`config.mk`:
```
export PLATFORM = sky130hd
export DESIGN_NAME = sertx_top
export DESIGN_NICKNAME = d
export VERILOG_FILES = /design/src/rtl/sertx_pkg.sv /design/src/rtl/sertx_fifo.sv /design/src/rtl/sertx_shifter.sv /design/src/rtl/sertx_flags.sv /design/src/rtl/sertx_top.sv
export SDC_FILE = /design/constraint.sdc
export NUM_CORES = 1
export LEC_CHECK = 0
export BUFFER_PORTS_ARGS = -buffer_cell sky130_fd_sc_hd__buf_2
export CAP_MARGIN = 20
export CORE_MARGIN = 5
export CORE_UTILIZATION = 40
export CTS_CLUSTER_DIAMETER = 60
export DETAILED_ROUTE_END_ITERATION = 8
export PLACE_DENSITY_LB_ADDON = 0.1
export SYNTH_ARGS = -nofsm -noshare
export SYNTH_HDL_FRONTEND = slang
export SYNTH_SLANG_ARGS = --single-unit
```
`constraint.sdc`:
```
create_clock -name clk -period 4.05 [get_ports clk]
set_input_delay 0.405 -clock clk [delete_from_list [all_inputs] [get_ports clk]]
set_output_delay 0.405 -clock clk [all_outputs]
set_load 0.02 [all_outputs]
```
`src/rtl/sertx_pkg.sv`:
```
package sertx_pkg;
  localparam int REG_W  = 16;
  localparam int ADDR_W = 4;
  localparam int FW     = 5;

  localparam logic [ADDR_W-1:0] ADR_CTRL   = 4'd0;
  localparam logic [ADDR_W-1:0] ADR_FRAME  = 4'd1;
  localparam logic [ADDR_W-1:0] ADR_CMD    = 4'd2;
  localparam logic [ADDR_W-1:0] ADR_STATUS = 4'd3;
  localparam logic [ADDR_W-1:0] ADR_TXDATA = 4'd4;
  localparam logic [ADDR_W-1:0] ADR_FLAG   = 4'd5;
  localparam logic [ADDR_W-1:0] ADR_FSET   = 4'd6;
  localparam logic [ADDR_W-1:0] ADR_FCLR   = 4'd7;
  localparam logic [ADDR_W-1:0] ADR_FEN    = 4'd8;

  localparam int CMD_ON     = 2;
  localparam int CMD_OFF    = 3;
  localparam int ST_ON      = 1;
  localparam int ST_DONE    = 5;
  localparam int ST_LVL     = 6;
  localparam int CTRL_LVL   = 12;
  localparam int FL_DONE    = 0;
  localparam int FL_LVL     = 1;

  localparam logic [REG_W-1:0] CTRL_MASK  = 16'h1000;
  localparam logic [REG_W-1:0] FRAME_MASK = 16'h330F;
  localparam logic [REG_W-1:0] FRAME_RST  = 16'h1005;
  localparam logic [FW-1:0]    FLAG_MASK  = 5'b10111;

  typedef struct packed {
    logic [2:0] len_m1;
    logic       par_en;
    logic       par_odd;
    logic [1:0] stop_sel;
  } frame_cfg_t;

  typedef enum logic [2:0] {S_IDLE, S_START, S_DATA, S_PAR, S_STOP} tx_state_e;

  function automatic frame_cfg_t decode_frame(input logic [REG_W-1:0] v);
    frame_cfg_t c;
    if (v[3:0] < 4'd2)      c.len_m1 = 3'd4;
    else if (v[3:0] > 4'd5) c.len_m1 = 3'd7;
    else                    c.len_m1 = 3'(v[3:0] + 4'd2);
    c.par_en   = v[9];
    c.par_odd  = v[9] & v[8];
    c.stop_sel = v[13:12];
    return c;
  endfunction
endpackage

```
`src/rtl/sertx_fifo.sv`:
```
module sertx_fifo #(
  parameter int W     = 8,
  parameter int DEPTH = 2
) (
  input  logic                         clk,
  input  logic                         rst,
  input  logic                         push,
  input  logic [W-1:0]                 din,
  input  logic                         pop,
  output logic [W-1:0]                 dout,
  output logic                         empty,
  output logic                         full,
  output logic [$clog2(DEPTH+1)-1:0]   count
);
  localparam int AW    = (DEPTH > 1) ? $clog2(DEPTH) : 1;
  localparam int CNT_W = $clog2(DEPTH+1);

  logic [W-1:0]     mem [DEPTH];
  logic [AW-1:0]    wptr_q, rptr_q;
  logic [CNT_W-1:0] cnt_q;
  logic             push_ok, pop_ok;

  assign empty   = (cnt_q == '0);
  assign full    = (cnt_q == CNT_W'(DEPTH));
  assign push_ok = push && !full;
  assign pop_ok  = pop && !empty;
  assign count   = cnt_q;
  assign dout    = mem[rptr_q];

  function automatic logic [AW-1:0] nxt(input logic [AW-1:0] p);
    return (p == AW'(DEPTH-1)) ? '0 : p + AW'(1);
  endfunction

  always_ff @(posedge clk) begin
    if (push_ok) mem[wptr_q] <= din;
  end

  always_ff @(posedge clk) begin
    if (rst) begin
      wptr_q <= '0;
      rptr_q <= '0;
      cnt_q  <= '0;
    end else begin
      if (push_ok) wptr_q <= nxt(wptr_q);
      if (pop_ok)  rptr_q <= nxt(rptr_q);
      case ({push_ok, pop_ok})
        2'b10:   cnt_q <= cnt_q + CNT_W'(1);
        2'b01:   cnt_q <= cnt_q - CNT_W'(1);
        default: cnt_q <= cnt_q;
      endcase
    end
  end

  // a write into a full buffer leaves the occupancy unchanged
  a_r6_no_overflow: assert property (@(posedge clk) disable iff (rst)
    (push && full && !pop) |=> (cnt_q == $past(cnt_q)));
  // the transmitter never pulls from an empty buffer
  a_r6_no_underflow: assert property (@(posedge clk) disable iff (rst)
    pop |-> !empty);
endmodule

```
`src/rtl/sertx_shifter.sv`:
```
module sertx_shifter import sertx_pkg::*; #(
  parameter int OVS = 16
) (
  input  logic       clk,
  input  logic       rst,
  input  logic       tick,
  input  logic       tx_en,
  input  logic       have_data,
  input  logic [7:0] din,
  input  frame_cfg_t cfg,
  output logic       pop,
  output logic       tx,
  output logic       done
);
  localparam int CW = $clog2(2*OVS) + 1;

  tx_state_e     state_q;
  logic [CW-1:0] cnt_q, limit;
  logic [2:0]    idx_q, len_q;
  logic [7:0]    sh_q;
  logic          pen_q, par_q, tx_q, done_q;
  logic [1:0]    stop_q;
  logic          last;

  function automatic logic [7:0] keep_bits(input logic [7:0] d, input logic [2:0] lm1);
    logic [7:0] m;
    for (int i = 0; i < 8; i++) m[i] = d[i] && (i <= int'(lm1));
    return m;
  endfunction

  assign pop  = (state_q == S_IDLE) && tx_en && have_data;
  assign tx   = tx_q;
  assign done = done_q;

  always_comb begin
    if (state_q == S_STOP) limit = CW'((int'(stop_q) + 1) * (OVS/2));
    else                   limit = CW'(OVS);
  end
  assign last = tick && (cnt_q == limit - CW'(1));

  always_ff @(posedge clk) begin
    if (rst) begin
      state_q <= S_IDLE;
      cnt_q   <= '0;
      idx_q   <= '0;
      len_q   <= 3'd7;
      sh_q    <= '0;
      pen_q   <= 1'b0;
      par_q   <= 1'b0;
      stop_q  <= 2'd1;
      tx_q    <= 1'b1;
      done_q  <= 1'b0;
    end else begin
      done_q <= 1'b0;
      if (state_q != S_IDLE && tick) cnt_q <= last ? '0 : cnt_q + CW'(1);
      case (state_q)
        S_IDLE: if (pop) begin
          sh_q    <= din;
          len_q   <= cfg.len_m1;
          pen_q   <= cfg.par_en;
          stop_q  <= cfg.stop_sel;
          par_q   <= (^keep_bits(din, cfg.len_m1)) ^ cfg.par_odd;
          cnt_q   <= '0;
          idx_q   <= '0;
          tx_q    <= 1'b0;
          state_q <= S_START;
        end
        S_START: if (last) begin
          tx_q    <= sh_q[0];
          sh_q    <= sh_q >> 1;
          state_q <= S_DATA;
        end
        S_DATA: if (last) begin
          if (idx_q == len_q) begin
            tx_q    <= pen_q ? par_q : 1'b1;
            state_q <= pen_q ? S_PAR : S_STOP;
          end else begin
            idx_q <= idx_q + 3'd1;
            tx_q  <= sh_q[0];
            sh_q  <= sh_q >> 1;
          end
        end
        S_PAR: if (last) begin
          tx_q    <= 1'b1;
          state_q <= S_STOP;
        end
        S_STOP: if (last) begin
          done_q  <= 1'b1;
          state_q <= S_IDLE;
        end
        default: state_q <= S_IDLE;
      endcase
    end
  end

  // the line rests high between frames
  a_r5_idle_high: assert property (@(posedge clk) disable iff (rst)
    (state_q == S_IDLE) |-> tx_q);
  // the stop period is driven high
  a_r4_stop_high: assert property (@(posedge clk) disable iff (rst)
    (state_q == S_STOP) |-> tx_q);
  // no frame starts while the transmitter is off
  a_r5_hold_when_off: assert property (@(posedge clk) disable iff (rst)
    (state_q == S_IDLE && !tx_en) |=> (state_q == S_IDLE));
endmodule

```
`src/rtl/sertx_flags.sv`:
```
module sertx_flags #(
  parameter int FW = 5
) (
  input  logic          clk,
  input  logic          rst,
  input  logic [FW-1:0] hw_set,
  input  logic [FW-1:0] sw_set,
  input  logic [FW-1:0] sw_clr,
  input  logic [FW-1:0] ien,
  output logic [FW-1:0] flags,
  output logic          irq
);
  logic [FW-1:0] flags_q;
  logic          irq_q;

  always_ff @(posedge clk) begin
    if (rst) begin
      flags_q <= '0;
      irq_q   <= 1'b0;
    end else begin
      flags_q <= ((flags_q | sw_set) & ~sw_clr) | hw_set;
      irq_q   <= |(flags_q & ien);
    end
  end

  assign flags = flags_q;
  assign irq   = irq_q;

  for (genvar i = 0; i < FW; i++) begin : g_chk
    // a clear without a hardware set removes the flag
    a_r9_clear_takes: assert property (@(posedge clk) disable iff (rst)
      (sw_clr[i] && !hw_set[i]) |=> !flags_q[i]);
  end

  // no enabled flag means no request in the next cycle
  a_r10_masked_quiet: assert property (@(posedge clk) disable iff (rst)
    (~|(flags_q & ien)) |=> !irq_q);
endmodule

```
`src/rtl/sertx_top.sv`:
```
module sertx_top import sertx_pkg::*; #(
  parameter int DEPTH = 2,
  parameter int OVS   = 16
) (
  input  logic              clk,
  input  logic              rst,
  input  logic              baud_tick,
  input  logic              wr_en,
  input  logic [ADDR_W-1:0] wr_addr,
  input  logic [REG_W-1:0]  wr_data,
  input  logic [ADDR_W-1:0] rd_addr,
  output logic [REG_W-1:0]  rd_data,
  output logic              tx_out,
  output logic              irq
);
  localparam int CNT_W = $clog2(DEPTH+1);

  logic [REG_W-1:0] ctrl_q, frame_q, rd_q, status_w;
  logic             on_q, txc_q;
  logic [FW-1:0]    ien_q, flags, hw_set, sw_set, sw_clr;
  logic             push, accepted, empty, full, pop, done, lvl_w, txc_evt;
  logic [7:0]       fifo_dout;
  logic [CNT_W-1:0] fifo_cnt;
  frame_cfg_t       cfg;

  function automatic logic hit(input logic en, input logic [ADDR_W-1:0] a,
                               input logic [ADDR_W-1:0] r);
    return en && (a == r);
  endfunction

  assign push     = hit(wr_en, wr_addr, ADR_TXDATA);
  assign accepted = push && !full;
  assign cfg      = decode_frame(frame_q);
  assign lvl_w    = ctrl_q[CTRL_LVL] ? empty : !full;
  assign txc_evt  = done && empty && !accepted;

  sertx_fifo #(.W(8), .DEPTH(DEPTH)) u_fifo (
    .clk(clk), .rst(rst), .push(push), .din(wr_data[7:0]), .pop(pop),
    .dout(fifo_dout), .empty(empty), .full(full), .count(fifo_cnt)
  );

  sertx_shifter #(.OVS(OVS)) u_shift (
    .clk(clk), .rst(rst), .tick(baud_tick), .tx_en(on_q), .have_data(!empty),
    .din(fifo_dout), .cfg(cfg), .pop(pop), .tx(tx_out), .done(done)
  );

  always_comb begin
    hw_set          = '0;
    hw_set[FL_DONE] = txc_evt;
    hw_set[FL_LVL]  = lvl_w;
    sw_set = hit(wr_en, wr_addr, ADR_FSET) ? (wr_data[FW-1:0] & FLAG_MASK) : '0;
    sw_clr = hit(wr_en, wr_addr, ADR_FCLR) ? wr_data[FW-1:0] : '0;
  end

  sertx_flags #(.FW(FW)) u_flags (
    .clk(clk), .rst(rst), .hw_set(hw_set), .sw_set(sw_set), .sw_clr(sw_clr),
    .ien(ien_q), .flags(flags), .irq(irq)
  );

  always_ff @(posedge clk) begin
    if (rst) begin
      ctrl_q  <= '0;
      frame_q <= FRAME_RST;
      on_q    <= 1'b0;
      txc_q   <= 1'b0;
      ien_q   <= '0;
    end else begin
      if (hit(wr_en, wr_addr, ADR_CTRL))  ctrl_q  <= wr_data;
      if (hit(wr_en, wr_addr, ADR_FRAME)) frame_q <= wr_data;
      if (hit(wr_en, wr_addr, ADR_FEN))   ien_q   <= wr_data[FW-1:0] & FLAG_MASK;
      if (hit(wr_en, wr_addr, ADR_CMD)) begin
        if (wr_data[CMD_OFF])     on_q <= 1'b0;
        else if (wr_data[CMD_ON]) on_q <= 1'b1;
      end
      if (accepted)     txc_q <= 1'b0;
      else if (txc_evt) txc_q <= 1'b1;
    end
  end

  always_comb begin
    status_w          = '0;
    status_w[ST_ON]   = on_q;
    status_w[ST_DONE] = txc_q;
    status_w[ST_LVL]  = lvl_w;
  end

  always_ff @(posedge clk) begin
    if (rst) rd_q <= '0;
    else begin
      case (rd_addr)
        ADR_CTRL:   rd_q <= ctrl_q & CTRL_MASK;
        ADR_FRAME:  rd_q <= frame_q & FRAME_MASK;
        ADR_STATUS: rd_q <= status_w;
        ADR_FLAG:   rd_q <= REG_W'(flags);
        ADR_FEN:    rd_q <= REG_W'(ien_q);
        default:    rd_q <= '0;
      endcase
    end
  end
  assign rd_data = rd_q;

  // an accepted character clears the complete status
  a_r8_write_clears: assert property (@(posedge clk) disable iff (rst)
    accepted |=> !txc_q);
  // disable wins over enable in one command
  a_r5_off_wins: assert property (@(posedge clk) disable iff (rst)
    (hit(wr_en, wr_addr, ADR_CMD) && wr_data[CMD_OFF]) |=> !on_q);
  // a full buffer never reports a free slot
  a_r7_full_not_low: assert property (@(posedge clk) disable iff (rst)
    (fifo_cnt == CNT_W'(DEPTH)) |-> !lvl_w);
endmodule

```
==> impl_metrics.env <==
export IMPL_outcome="finished clean"
export IMPL_postCtsHoldBufs=0
export IMPL_whs_path_depth=1
export IMPL_die_w_um=108
export IMPL_htree_levels=3
export IMPL_grt_max_degree=45
export IMPL_finalCriticalPeriod_ns=3.30
export IMPL_ys_warn_count=0
export IMPL_n_antenna_cell=0
export IMPL_hpwlAfterDp_um=5890
export IMPL_start_kind="flop"
export IMPL_area_sequential_um2=1800
export IMPL_syn_to_final_growth_pct=10.2
export IMPL_yosysTopAreaCell="dfxtp_1"
export IMPL_syn_avg_cell_area_um2=9.75
export IMPL_period_share_pct=81.6
export IMPL_drtAntennaViolNets=0
export IMPL_postCtsSetupBuffers=0
export IMPL_antenna_found_initial=0
export IMPL_io_buffers=36
export IMPL_use_met2_pct=23.6
export IMPL_multi_input_area_um2=1900
export IMPL_place_gp_congestion=0.757
export IMPL_place_ws_ns=0.755
export IMPL_drive_gt1_share_pct=16.2
export IMPL_hold_viol=0
export IMPL_clk_latency_ns=0.35
export IMPL_initial_core_util_pct=40.4
export IMPL_n_fill_cell=960
export IMPL_dieArea_um2=11700
export IMPL_regToRegStartpoint="u_shift.state_q[2]"
export IMPL_critPathCaptureType="flop"
export IMPL_fin_nets=459
export IMPL_netlist_top_cells_count="dfxtp_1 (66), nor2_1 (56), mux2i_1 (31)"
export IMPL_die_h_um=108
export IMPL_grt_use_met3_pct=3.82
export IMPL_fin_setup_tns_ns=0
export IMPL_total_power_mw=1.46
export IMPL_drtIter0Drc=101
export IMPL_drc=0
export IMPL_crit_type="reg2reg"
export IMPL_cp_required_ns=4.28
export IMPL_synth_area_leaders="dfxtp_1 (34%), edfxtp_1 (12%), mux2i_1 (8.0%)"
export IMPL_p_leak_nw=1.65
export IMPL_r2r_end="u_shift.sh_q[6]"
export IMPL_crit_arrival_ns=3.54
export IMPL_wl_um=8180
export IMPL_hold_end="u_fifo.mem[0][5]"
export IMPL_netlist_instances=397
export IMPL_fmax_ghz=0.303
export IMPL_cts_root_buf="clkbuf_8"
export IMPL_grt_busiest_layer="met2"
export IMPL_num_io_pins=46
export IMPL_ys_seq_area_share_pct=46.5
export IMPL_tightest_slew_ns=0.797
export IMPL_clk_pin_slew_worst_paths_ns=0.10
export IMPL_cp_max_fo=9
export IMPL_async_flop_share_pct=0
export IMPL_wl_per_cell_um=14.5
export IMPL_finalWorstSetupSlack_ns=0.746
export IMPL_ys_ff_latch=82
export IMPL_row_count=36
export IMPL_use_met1_pct=20.1
export IMPL_ys_types=63
export IMPL_worstHoldStart="wr_data[5]"
export IMPL_slew_headroom_pct=46.6
export IMPL_yosysTopAreaCellShare_pct=34.1
export IMPL_cts_buffers=9
export IMPL_vias=2770
export IMPL_cts_sinks=82
export IMPL_grt_use_total_pct=14.9
export IMPL_min_path_type="in2reg"
export IMPL_vias_per_cell=4.91
export IMPL_slew_viol_final=0
export IMPL_reg2reg_depth=9
export IMPL_synth_edff_count=16
export IMPL_drt_pass1_iter_count=4
export IMPL_cts_buffer_depth=2
export IMPL_gr_total_overflow=0
export IMPL_synth_ff_type="dfxtp_1"
export IMPL_power_density_nw_per_um2=342
export IMPL_max_cap_violations=0
export IMPL_setup_violations=0
export IMPL_skew_ns=0.0117
export IMPL_grt_pass1_wl_um=13500
export IMPL_irDropWorstVdd_mv=0.274
export IMPL_cts_repair_resize_count=0
export IMPL_reg2reg_slack_ns=0.75
export IMPL_yosysMostFrequentCell="dfxtp_1"
export IMPL_cts_tree="yes"
export IMPL_core_area_um2=9590
export IMPL_synth_area_um2=3870
export IMPL_grt_pass1_vias=2707
export IMPL_grt_setup_unrepaired="no"
## cell type report
cell class              instances  area share, %
clock buffers                   9           2.90
clock inverters                 7           1.26
inverters                       7          0.616
multi-input cells             288           44.5
flip-flops and latches         82           42.2
well taps                     133           3.90
repair buffers                 38           4.57
## report_power, final
part	internal [mW]	switching [mW]	total (mW)
clock	0.226	0.322	0.548
combinational	0.0264	0.0443	0.0707
sequential	0.836	0.00434	0.840
total	1.09	0.370	1.46
## state kept, by name, summed over array words and instances (netlist names), 2 cells and up, named ones only
name / count
u_shift.sh_q: 8
ien_q: 4
u_shift.state_q: 3
rd_data: 11
u_fifo.count: 2
u_shift.stop_q: 2
u_shift.cnt_q: 6
u_shift.idx_q: 3
u_flags.flags: 5
frame_q: 8
u_fifo.mem: 16
u_shift.len_q: 3
## through the flow
step,instance area (µm²),hold WS [ns],cells,util (%)
3_3_place_gp,4090,0.418,548,42.6
6_report,4270,0.240,564,44.5
5_1_grt,4270,0.209,564,44.5
4_1_cts,4270,0.224,564,44.5
3_5_place_dp,4090,0.428,548,42.6
2_1_floorplan,3890,0.408,401,-
## layer usage
| metal | up-vias | share of wire, % |
|---|---|---|
| met5 | - | 0 |
| met4 | 0 | 0.69 |
| met3 | 4 | 3.7 |
| met2 | 47 | 46 |
| met1 | 1290 | 49 |
| li1 | 1429 | - |
## worst max-delay path by stage
stage                                  start         endpoint  depth (start not counted)
after floorplan           u_shift.state_q[2]  u_shift.sh_q[6]                         10
after global placement    u_shift.state_q[2]  u_shift.sh_q[7]                          9
after detailed placement  u_shift.state_q[2]  u_shift.sh_q[7]                          9
after CTS                 u_shift.state_q[2]  u_shift.sh_q[7]                          9
after global routing      u_shift.state_q[2]  u_shift.sh_q[7]                          9
final                     u_shift.state_q[2]  u_shift.sh_q[6]                          9
## placed cells by master, fill, tap and decap left out, types with 3 or more instances in the layout
cell type	instances
a211o_1	4
a211oi_1	3
a21oi_1	25
and2_1	3
buf_2	36
clkbuf_8	9
clkinv_4	3
conb_1	5
dfxtp_1	66
edfxtp_1	16
ha_1	5
inv_1	6
mux2i_1	31
nand2_1	28
nand2b_1	15
nand3_1	6
nand3b_1	3
nand4_1	4
nor2_1	56
nor2b_1	3
nor3_1	7
o21ai_0	12
o21bai_1	3
or3_1	5
xnor2_1	19
xor2_1	6
## worst max-delay path, cell delays in order, from the launching register on
cell,delay [ns]
dfxtp_1,0.56
or3b_4,0.47
or2_4,0.26
ha_1,0.21
xnor2_1,0.29
nor3_1,0.13
o311a_4,0.39
o21ai_2,0.19
a2bb2oi_4,0.36
mux2_4,0.34
## kinds of logic (layout without fill, tap and decap cells)
kind of cell               after synthesis  count (layout)  share of synthesized area [%]
xor gates and xnor gates                25              25                           5.65
AOI/OAI and AO/OA                       65              65                           11.4
adders and majority gates                6               6                           1.87
other                                    1               5                         0.0968
DFF                                     82              82                           46.5
and+or+nand+nor                        153             153                           20.5
muxes                                   34              34                           9.08
buffers and inverters                   31              61                           4.78
No activity file was read; power rests on OpenSTA's default activity.
